<file path="config.mk">
export PLATFORM = sky130hd
export DESIGN_NAME = mul_long_unit
export DESIGN_NICKNAME = d
export VERILOG_FILES = /design/src/rtl/mul_long_pkg.sv /design/src/rtl/mul_long_regfile.sv /design/src/rtl/mul_long_core.sv /design/src/rtl/mul_long_flags.sv /design/src/rtl/mul_long_unit.sv
export SDC_FILE = /design/constraint.sdc
export NUM_CORES = 1
export LEC_CHECK = 0
export BUFFER_PORTS_ARGS = -buffer_cell sky130_fd_sc_hd__clkbuf_2
export CORE_MARGIN = 5
export CORE_UTILIZATION = 35
export CTS_CLUSTER_DIAMETER = 100
export DETAILED_ROUTE_END_ITERATION = 10
export GPL_ROUTABILITY_DRIVEN = 0
export PLACE_DENSITY = 0.5
export SLEW_MARGIN = 20
export SYNTH_ARGS = -nofsm -noshare
export SYNTH_HDL_FRONTEND = slang
export SYNTH_SLANG_ARGS = --single-unit
</file>
<file path="constraint.sdc">
create_clock -name clk -period 5.67 [get_ports clk]
set_clock_uncertainty 0.15 [all_clocks]
set_input_delay 1.134 -clock clk [delete_from_list [all_inputs] [get_ports clk]]
set_output_delay 1.134 -clock clk [all_outputs]
set_load 0.01 [all_outputs]
</file>
<file path="src/rtl/mul_long_pkg.sv">
package mul_long_pkg;

   // Control word field positions
   localparam int CW_SIGNED_BIT = 11;
   localparam int CW_WIDE_BIT   = 10;
   localparam int CW_LO_MSB     = 14;
   localparam int CW_LO_LSB     = 12;
   localparam int CW_HI_MSB     = 2;
   localparam int CW_HI_LSB     = 0;
   localparam int SEL_W         = 3;

   typedef struct packed {
      logic             sgn;
      logic             wide;
      logic [SEL_W-1:0] lo_sel;
      logic [SEL_W-1:0] hi_sel;
   } mul_ctl_t;

   function automatic mul_ctl_t decode_ctl(input logic [15:0] cw);
      mul_ctl_t c;
      c.sgn    = cw[CW_SIGNED_BIT];
      c.wide   = cw[CW_WIDE_BIT];
      c.lo_sel = cw[CW_LO_MSB:CW_LO_LSB];
      c.hi_sel = cw[CW_HI_MSB:CW_HI_LSB];
      return c;
   endfunction

endpackage

</file>
<file path="src/rtl/mul_long_regfile.sv">
module mul_long_regfile #(
   parameter int DATA_W = 32,
   parameter int NREGS  = 8,
   localparam int SW    = $clog2(NREGS)
) (
   input  logic              clk,
   input  logic              rst,
   input  logic              wa_en,
   input  logic [SW-1:0]     wa_sel,
   input  logic [DATA_W-1:0] wa_data,
   input  logic              wb_en,
   input  logic [SW-1:0]     wb_sel,
   input  logic [DATA_W-1:0] wb_data,
   input  logic [SW-1:0]     ra_sel,
   output logic [DATA_W-1:0] ra_data,
   input  logic [SW-1:0]     rb_sel,
   output logic [DATA_W-1:0] rb_data
);

   logic [DATA_W-1:0] regs [NREGS];

   always_ff @(posedge clk) begin
      if (rst) begin
         for (int i = 0; i < NREGS; i++) regs[i] <= '0;
      end else begin
         for (int i = 0; i < NREGS; i++) begin
            if (wa_en && wa_sel == SW'(i))
               regs[i] <= wa_data;
            else if (wb_en && wb_sel == SW'(i))
               regs[i] <= wb_data;
         end
      end
   end

   assign ra_data = regs[ra_sel];
   assign rb_data = regs[rb_sel];

   // A multiply write lands where it was aimed, even against a load
   AST_WA_LANDS: assert property (@(posedge clk) disable iff (rst)
      wa_en |=> regs[$past(wa_sel)] == $past(wa_data));

endmodule

</file>
<file path="src/rtl/mul_long_core.sv">
module mul_long_core #(
   parameter int DATA_W    = 32,
   parameter bit ITERATIVE = 1,
   localparam int PW       = 2 * DATA_W,
   localparam int CNT_W    = $clog2(DATA_W + 1)
) (
   input  logic              clk,
   input  logic              rst,
   input  logic              go,
   input  logic              sgn,
   input  logic [DATA_W-1:0] a,
   input  logic [DATA_W-1:0] b,
   output logic              out_valid,
   output logic [PW-1:0]     prod
);

   generate
      if (DATA_W < 2) begin : g_bad_width
         $error("mul_long_core: DATA_W must be at least 2");
      end

      if (ITERATIVE == 1'b0) begin : g_flat
         logic [PW-1:0] ax, bx;
         assign ax = sgn ? {{DATA_W{a[DATA_W-1]}}, a} : {{DATA_W{1'b0}}, a};
         assign bx = sgn ? {{DATA_W{b[DATA_W-1]}}, b} : {{DATA_W{1'b0}}, b};

         always_ff @(posedge clk) begin
            if (rst) begin
               out_valid <= 1'b0;
               prod      <= '0;
            end else begin
               out_valid <= go;
               if (go) prod <= ax * bx;
            end
         end
      end else begin : g_iter
         logic              busy;
         logic              neg;
         logic [CNT_W-1:0]  cnt;
         logic [PW-1:0]     acc, mc, acc_nx;
         logic [DATA_W-1:0] mp, a_mag, b_mag;
         logic              a_neg, b_neg;

         assign a_neg  = sgn & a[DATA_W-1];
         assign b_neg  = sgn & b[DATA_W-1];
         assign a_mag  = a_neg ? -a : a;
         assign b_mag  = b_neg ? -b : b;
         assign acc_nx = acc + (mp[0] ? mc : '0);

         always_ff @(posedge clk) begin
            if (rst) begin
               busy      <= 1'b0;
               neg       <= 1'b0;
               cnt       <= '0;
               acc       <= '0;
               mc        <= '0;
               mp        <= '0;
               out_valid <= 1'b0;
               prod      <= '0;
            end else begin
               out_valid <= 1'b0;
               if (go) begin
                  busy <= 1'b1;
                  neg  <= a_neg ^ b_neg;
                  cnt  <= CNT_W'(DATA_W);
                  acc  <= '0;
                  mc   <= {{DATA_W{1'b0}}, a_mag};
                  mp   <= b_mag;
               end else if (busy) begin
                  acc <= acc_nx;
                  mc  <= mc << 1;
                  mp  <= mp >> 1;
                  cnt <= cnt - 1'b1;
                  if (cnt == CNT_W'(1)) begin
                     busy      <= 1'b0;
                     out_valid <= 1'b1;
                     prod      <= neg ? -acc_nx : acc_nx;
                  end
               end
            end
         end
      end
   endgenerate

   AST_CORE_ONE_SHOT: assert property (@(posedge clk) disable iff (rst)
      out_valid |=> !out_valid);

endmodule

</file>
<file path="src/rtl/mul_long_flags.sv">
module mul_long_flags #(
   parameter int DATA_W = 32,
   localparam int PW    = 2 * DATA_W
) (
   input  logic [PW-1:0] prod,
   input  logic          sgn,
   input  logic          wide,
   output logic          n,
   output logic          z,
   output logic          v,
   output logic          c
);

   logic [DATA_W:0]   top_s;   // bits PW-1 .. DATA_W-1
   logic [DATA_W-1:0] top_u;   // bits PW-1 .. DATA_W
   logic              ovf_s, ovf_u;

   assign top_s = prod[PW-1:DATA_W-1];
   assign top_u = prod[PW-1:DATA_W];
   assign ovf_s = !((&top_s) || !(|top_s));
   assign ovf_u = |top_u;

   always_comb begin
      c = 1'b0;
      if (wide) begin
         n = prod[PW-1];
         z = (prod == '0);
         v = 1'b0;
      end else begin
         n = prod[DATA_W-1];
         z = (prod[DATA_W-1:0] == '0);
         v = sgn ? ovf_s : ovf_u;
      end
   end

endmodule

</file>
<file path="src/rtl/mul_long_unit.sv">
module mul_long_unit
   import mul_long_pkg::*;
#(
   parameter int DATA_W    = 32,
   parameter int NREGS     = 8,
   parameter bit ITERATIVE = 1,
   localparam int PW       = 2 * DATA_W
) (
   input  logic              clk,
   input  logic              rst,
   input  logic              start,
   input  logic [15:0]       ext_word,
   input  logic [DATA_W-1:0] src_opnd,
   input  logic              ld_en,
   input  logic [SEL_W-1:0]  ld_sel,
   input  logic [DATA_W-1:0] ld_data,
   input  logic [SEL_W-1:0]  rd_sel,
   output logic [DATA_W-1:0] rd_data,
   output logic              done,
   output logic              flag_n,
   output logic              flag_z,
   output logic              flag_v,
   output logic              flag_c
);

   generate
      if (NREGS != (1 << SEL_W)) begin : g_bad_regs
         $error("mul_long_unit: NREGS must match the 3-bit register fields");
      end
   endgenerate

   typedef enum logic [1:0] {ST_IDLE, ST_MUL, ST_WLO, ST_WHI} st_t;

   st_t               state;
   mul_ctl_t          ctl_in, ctl_q;
   logic              accept, commit;
   logic              core_valid;
   logic [PW-1:0]     prod;
   logic [DATA_W-1:0] opnd_a;
   logic              wa_en;
   logic [SEL_W-1:0]  wa_sel;
   logic [DATA_W-1:0] wa_data;
   logic              fn, fz, fv, fc;
   logic              unused_ext;

   assign ctl_in     = decode_ctl(ext_word);
   assign unused_ext = ^{ext_word[15], ext_word[9:3]};
   assign accept     = start && (state == ST_IDLE);
   assign commit     = (state == ST_WHI) || (state == ST_WLO && !ctl_q.wide);

   always_comb begin
      wa_en   = 1'b0;
      wa_sel  = ctl_q.lo_sel;
      wa_data = prod[DATA_W-1:0];
      if (state == ST_WLO) begin
         wa_en = 1'b1;
      end else if (state == ST_WHI) begin
         wa_en   = 1'b1;
         wa_sel  = ctl_q.hi_sel;
         wa_data = prod[PW-1:DATA_W];
      end
   end

   mul_long_regfile #(.DATA_W(DATA_W), .NREGS(NREGS)) u_rf (
      .clk    (clk),
      .rst    (rst),
      .wa_en  (wa_en),
      .wa_sel (wa_sel),
      .wa_data(wa_data),
      .wb_en  (ld_en),
      .wb_sel (ld_sel),
      .wb_data(ld_data),
      .ra_sel (ctl_in.lo_sel),
      .ra_data(opnd_a),
      .rb_sel (rd_sel),
      .rb_data(rd_data)
   );

   mul_long_core #(.DATA_W(DATA_W), .ITERATIVE(ITERATIVE)) u_core (
      .clk      (clk),
      .rst      (rst),
      .go       (accept),
      .sgn      (ctl_in.sgn),
      .a        (opnd_a),
      .b        (src_opnd),
      .out_valid(core_valid),
      .prod     (prod)
   );

   mul_long_flags #(.DATA_W(DATA_W)) u_flags (
      .prod(prod),
      .sgn (ctl_q.sgn),
      .wide(ctl_q.wide),
      .n   (fn),
      .z   (fz),
      .v   (fv),
      .c   (fc)
   );

   always_ff @(posedge clk) begin
      if (rst) begin
         state  <= ST_IDLE;
         ctl_q  <= '0;
         done   <= 1'b0;
         flag_n <= 1'b0;
         flag_z <= 1'b0;
         flag_v <= 1'b0;
         flag_c <= 1'b0;
      end else begin
         done <= commit;
         if (commit) begin
            flag_n <= fn;
            flag_z <= fz;
            flag_v <= fv;
            flag_c <= fc;
         end
         unique case (state)
            ST_IDLE: if (accept) begin
               ctl_q <= ctl_in;
               state <= ST_MUL;
            end
            ST_MUL:  if (core_valid) state <= ST_WLO;
            ST_WLO:  state <= ctl_q.wide ? ST_WHI : ST_IDLE;
            ST_WHI:  state <= ST_IDLE;
            default: state <= ST_IDLE;
         endcase
      end
   end

   AST_HI_AFTER_LO: assert property (@(posedge clk) disable iff (rst)
      (state == ST_WHI) |-> $past(state == ST_WLO));
   AST_CARRY_CLEAR: assert property (@(posedge clk) disable iff (rst)
      done |-> !flag_c);
   AST_WIDE_NO_OVF: assert property (@(posedge clk) disable iff (rst)
      (done && ctl_q.wide) |-> !flag_v);
   AST_WIDE_ZERO: assert property (@(posedge clk) disable iff (rst)
      (done && ctl_q.wide) |-> (flag_z == (prod == '0)));
   AST_DONE_PULSE: assert property (@(posedge clk) disable iff (rst)
      done |=> !done);
   AST_BUSY_HOLDS_CTL: assert property (@(posedge clk) disable iff (rst)
      (state != ST_IDLE && start) |=> $stable(ctl_q));

endmodule

</file>
# After elaboration in Yosys (flattened, before gate mapping)
# Memories as Yosys holds them, arrays and structs flattened.
# Cells that the tools add are included.
# Widths: inputs -> output; s select.
[word_totals]
ff_bits = 247
mem_bits_rw = 256
in_bits = 90
output_inout_bits = 37
wordCells = 205
mem_count = 1
[op_classes]
addsub = 5
eq_ne = 20
muxes = 102
n_bitwise = 21
reduce_logical = 37
[memory_table]
columns = ["name", "words", "width", "rd", "rd_ports_with_merged_regs", "write_ports", "line_no", "text"]
rows = [
  ["u_rf.regs", 8, 32, 2, 0, 8, "mul_long_regfile.sv:20", "logic [DATA_W-1:0] regs [NREGS];"],
]
[op_table]
columns = ["op", "n"]
rows = [
  ["$mux 32", 24],
  ["$mux 64", 2],
  ["$mux 1", 68],
  ["$add 64x64->64", 1],
  ["$logic_not 64->1", 1],
  ["$neg 32->32", 2],
  ["$neg 64->64", 1],
  ["$reduce_and 33->1", 1],
  ["$reduce_or 33->1", 1],
  ["$logic_not 32->1", 1],
  ["$reduce_or 32->1", 1],
  ["$eq 3x3->1 const B", 8],
  ["$logic_and 1x1->1", 18],
  ["$or 1x1->1", 16],
  ["$eq 3x2->1 const B", 4],
  ["$mux 6", 2],
  ["$pmux 2 s4", 1],
  ["$eq 3x1->1 const B", 2],
  ["$eq 6x1->1 const B", 1],
  ["$logic_not 3->1", 2],
  ["$mux 2", 3],
  ["$mux 3", 2],
  ["$sub 6x1->6 const B", 1],
  ["$eq 2x2->1 const B", 2],
  ["other kinds (14)", 20],
]

# Longest topological paths before layout
[depth]
word_depth = 10
depth_mapped = 21
mapped_depth_nobuf = 16

# By module
# A second synthesis with hierarchy kept.
[unflattened]
cells_unflattened = 3362
hier_area_um2 = 33296.9
[by_module_without_submodules]
columns = ["mod", "instances", "cells_per_inst", "area_per_inst_um2"]
rows = [
  ["mul_long_core", 1, 2113, 16620.9],
  ["mul_long_regfile", 1, 1104, 15406.0],
  ["mul_long_unit", 1, 106, 1026.0],
  ["mul_long_flags", 1, 39, 244.0],
]

# Least setup slack after synthesis
# OpenSTA, ideal clock, no wires.
[synth_timing]
kind = "reg2reg"
from = "register u_core.g_iter.mp[0]"
to = "register u_core.prod[59]"
setup_ps = 79
t_arrival_ps = 5033
required_time_ps = 5441
path_slack_ps = 407
path_stages_with_launch = 21
path_buffers = 4
period_less_slack_ps = 5263
path_cell_list = "dfxtp_1 > clkbuf_1 > clkbuf_1 > and2_1 > ha_1 > inv_1 > fa_1 > nand2b_1 > a21oi_1 > o211ai_1 > o31a_1 > o211a_1 > xnor2_1 > or3_1 > or3_1 > clkbuf_1 > or4_1 > buf_6 > o41ai_4 > xnor2_1 > a211oi_2"
[synth_via]
elab_chain_cells = 4
[synth_rtl]
columns = ["item", "line_no", "text"]
rows = [
  ["start, declared", "mul_long_core.sv:41", "logic [DATA_W-1:0] mp, a_mag, b_mag;"],
  ["start signal, assigned", "mul_long_core.sv:68", "mp <= b_mag;"],
  ["start signal, assigned", "mul_long_core.sv:72", "mp <= mp >> 1;"],
  ["$mux 64 (*)", "mul_long_core.sv:48", "assign acc_nx = acc + (mp[0] ? mc : '0);"],
  ["$add 64x64->64 (*)", "mul_long_core.sv:48", ""],
  ["$neg 64->64", "mul_long_core.sv:77", "prod <= neg ? -acc_nx : acc_nx;"],
  ["$mux 64 (*)", "mul_long_core.sv:77", ""],
  ["end signal, assigned", "mul_long_core.sv:77", ""],
  ["end, declared", "mul_long_core.sv:14", "output logic [PW-1:0] prod"],
]
# Mark *: on every way between the ends. The rest lies on a longest branch, timed or not.
# A chain may end at the register's enable or synchronous reset.

# Worst setup path after layout
[layout_timing]
from = "register u_core.g_iter.mp[0]"
to = "register u_core.prod[57]"
# Same word-level chain as after synthesis.

==> flow_metrics.py <==
metrics = {
    "sta": {
        "min_period_ns": 5.30,
        "worstMarginPinSlew_ns": 1.07,
        "finalSetupTns_ns": 0,
        "fin_crit_sh_pct": 93.4,
        "hold_violations": 0,
        "rsz0062_at_grt": "no",
        "maxSlewViolCount": 0,
        "setup_viol": 0,
        "slew_headroom_pct": 26.4,
        "fmax_mhz": 189,
        "whs_ns": 0.328,
    },
    "yosys": {
        "synth_enable_flop_cells": 256,
        "synthFlopType": "edfxtp_1",
        "syn-num-nets": 3508,
        "synthCells": 3349,
        "synth_top_area_share_pct": 23.9,
        "synth_top_cell_by_area": "edfxtp_1",
        "syn_avg_cell_area_um2": 9.59,
        "async_flop_share_pct": 0,
        "yosysSeqAreaShare_pct": 39.3,
        "ys_seq_elements": 503,
        "netlist_top_cells_area": "edfxtp_1, dfxtp_1, mux4_2",
        "ys_types": 87,
        "yosys_warnings": 0,
        "netlist_area_mm2": 0.0321,
    },
    "global_routing": {
        "grt_pass1_wl_um": 162000,
        "antenna_found_initial": 7,
        "first_global_vias": 25700,
        "grt_overflow": 0,
        "grt_max_degree": 73,
        "track_usage_pct": 21.4,
    },
    "routing": {
        "drc": 0,
        "vias_per_cell": 5.74,
        "vias": 26600,
        "drt_iter0_markers": 2386,
        "wirelength_um": 108000,
        "drtPass1Iterations": 5,
        "wire_per_inst_um": 23.4,
        "final_antenna_net_count": 0,
    },
    "critical_path": {
        "reg2reg_from": "u_core.g_iter.mp[0]",
        "worst-r2r-setup-slack_ns": 0.37,
        "critPathKind": "flop to flop",
        "crit_fanout": 32,
        "start_kind": "flop",
        "r2r-end": "u_core.prod[57]",
        "required_ns": 6.01,
        "reg2reg_depth": 17,
        "cp-end-kind": "flop",
        "arrival_ns": 5.64,
    },
    "flow_run": {
        "max-cap-violations": 0,
    },
    "cells_and_area": {
        "layout_common_cells": "nor2_1, nand2_1, o21ai_0",
        "area_growth_pct": 13.1,
        "drive_gt1_share_pct": 18.3,
        "fin_util_pct": 39.8,
        "final_nets": 3551,
        "mostFrequentLayoutCell": "nor2_1",
    },
    "hold_path": {
        "worstHoldEndpoint": "ctl_q[3]",
        "min_from": "ctl_q[3]",
        "hold_class": "flop to flop",
        "hold_path_depth": 2,
    },
    "clock_network": {
        "numCtsBuffers": 58,
        "clock_sinks": 503,
        "cts-root-buf": "clkbuf_16",
        "hold_buffers": 0,
        "cts_buffer_depth": 3,
        "cts_tree": "yes",
        "htree_levels": 2,
        "clk_latency_ns": 0.65,
        "path_clk_slew_ns": 0.06,
    },
    "pwr": {
        "peakVddDrop_mv": 0.261,
        "leakage_nw": 13.5,
        "p_per_area_mw_per_mm2": 256,
    },
    "placed_design": {
        "hpwlAfterDp_um": 73800,
        "portBuffers": 117,
    },
    "floorplanning": {
        "initial_core_util_pct": 35.2,
        "die_h_um": 313,
        "ioPinCount": 127,
        "die_x_um": 313,
        "rows": 111,
        "core_mm2": 0.0914,
        "die-area_mm2": 0.0979,
    },
    "run_status": {
        "status": "complete, no violations",
    },
}
critical path: stages, from the launching register on:
cell	delay [ns]
dfxtp_2	0.36
buf_12	0.17
and2_1	0.17
ha_1	0.46
nand2_1	0.14
o21ai_0	0.43
o31ai_1	0.19
buf_4	0.17
a21o_1	0.18
o21ai_0	0.58
and4_1	0.29
a2111oi_0	0.08
or2_2	0.35
or4_1	0.51
buf_4	0.21
o41ai_1	0.38
xor2_1	0.23
a211oi_1	0.09
registers in the layout, indices dropped and copies added, names as in the netlist:
name and flops:
state 2, u_core.g_iter.mc 64, done 1, u_core.g_iter.cnt 6, flag_z 1, flag_n 1
u_core.g_iter.busy 1, ctl_q 8, u_core.out_valid 1, u_core.prod 64, u_core.g_iter.acc 64, u_core.g_iter.neg 1
u_core.g_iter.mp 32, u_rf.regs 256, flag_v 1
cell usage after synthesis (12+ instances only):
| library cell | number |
|---|---|
| nor2_1 | 382 |
| nand2_1 | 365 |
| o21ai_0 | 298 |
| edfxtp_1 | 256 |
| dfxtp_1 | 247 |
| clkbuf_1 | 218 |
| mux2i_1 | 211 |
| a21oi_1 | 147 |
| mux4_2 | 128 |
| a211oi_1 | 127 |
| mux2_2 | 103 |
| xor2_1 | 90 |
| and2_1 | 79 |
| xnor2_1 | 74 |
| ha_1 | 68 |
| nor3_1 | 53 |
| nand4_1 | 40 |
| or3_1 | 34 |
| nor4_1 | 32 |
| buf_1 | 30 |
| o31ai_1 | 27 |
| inv_1 | 26 |
| nand3_1 | 26 |
| and3_1 | 20 |
| o211ai_1 | 17 |
| or4_1 | 17 |
| a31oi_1 | 16 |
| nand2b_1 | 15 |
| o21a_1 | 15 |
| a21o_1 | 12 |
final cells by class:
class | instances | area (um2)
clock buffers | 80 | 1610
diodes | 6 | 15.0
clock inverters | 28 | 384
multi-input cells | 2557 | 18500
repair buffers | 245 | 1600
inverters | 27 | 101
fillers | 9047 | 55000
well taps | 1186 | 1480
flip-flops and latches | 503 | 12600
power breakdown:
part / switching (mW) / leakage, nW / total (mW) / internal (mW)
clock network: 1.60 / 0.976 / 3.98 / 2.38
registers: 0.108 / 4.72 / 4.07 / 3.96
logic: 0.749 / 7.86 / 1.25 / 0.497
kinds of logic (layout without fill, tap and decap cells):
logic type,Yosys count,after routing,synth area share (%)
flops,503,503,39.3
fa+ha+maj,69,69,2.71
simple gates,1118,1118,16.0
other cells,1,7,0.0117
compound gates,763,763,14.8
xor+xnor,164,164,4.47
mux,442,442,19.2
buf+inv,289,380,3.49
metrics by stage:
step	cells	power, mW	instance area (um2)	setup slack, ns
6_report	4632	9.29	36300	0.374
5_1_grt	4628	9.64	36300	0.00950
4_1_cts	4626	9.36	36300	0.128
3_5_place_dp	4518	5.38	34300	0.131
3_3_place_gp	4518	5.38	34300	0.200
2_1_floorplan	3349	4.94	32100	0.407
per-layer routing:
layer  up-vias  share of wire [%]  track usage (%)
li1      12500                  -                -
met1     13000                 46             31.2
met2       886                 43             32.6
met3       148                7.9             4.24
met4         8                2.3             5.37
met5         -               0.26             2.08
how the worst max path moves through the flow:
stage	startpoint	endpoint	depth (start not counted)
final	u_core.g_iter.mp[0]	u_core.prod[57]	17
after global routing	u_core.g_iter.mp[0]	u_core.prod[52]	15
after CTS	u_core.g_iter.mp[0]	u_core.prod[57]	15
after detailed placement	u_core.g_iter.mp[0]	u_core.prod[57]	15
after global placement	u_core.g_iter.mp[0]	u_core.prod[59]	15
after floorplan	u_core.g_iter.mp[0]	u_core.prod[59]	20
timing repair:
item                                    4_1_cts  5_1_grt
endpoints found under the setup margin        0       18
resized for setup                             0       10
setup buffers                                 0        0
Note: power is estimated with default switching activity, not from simulation.
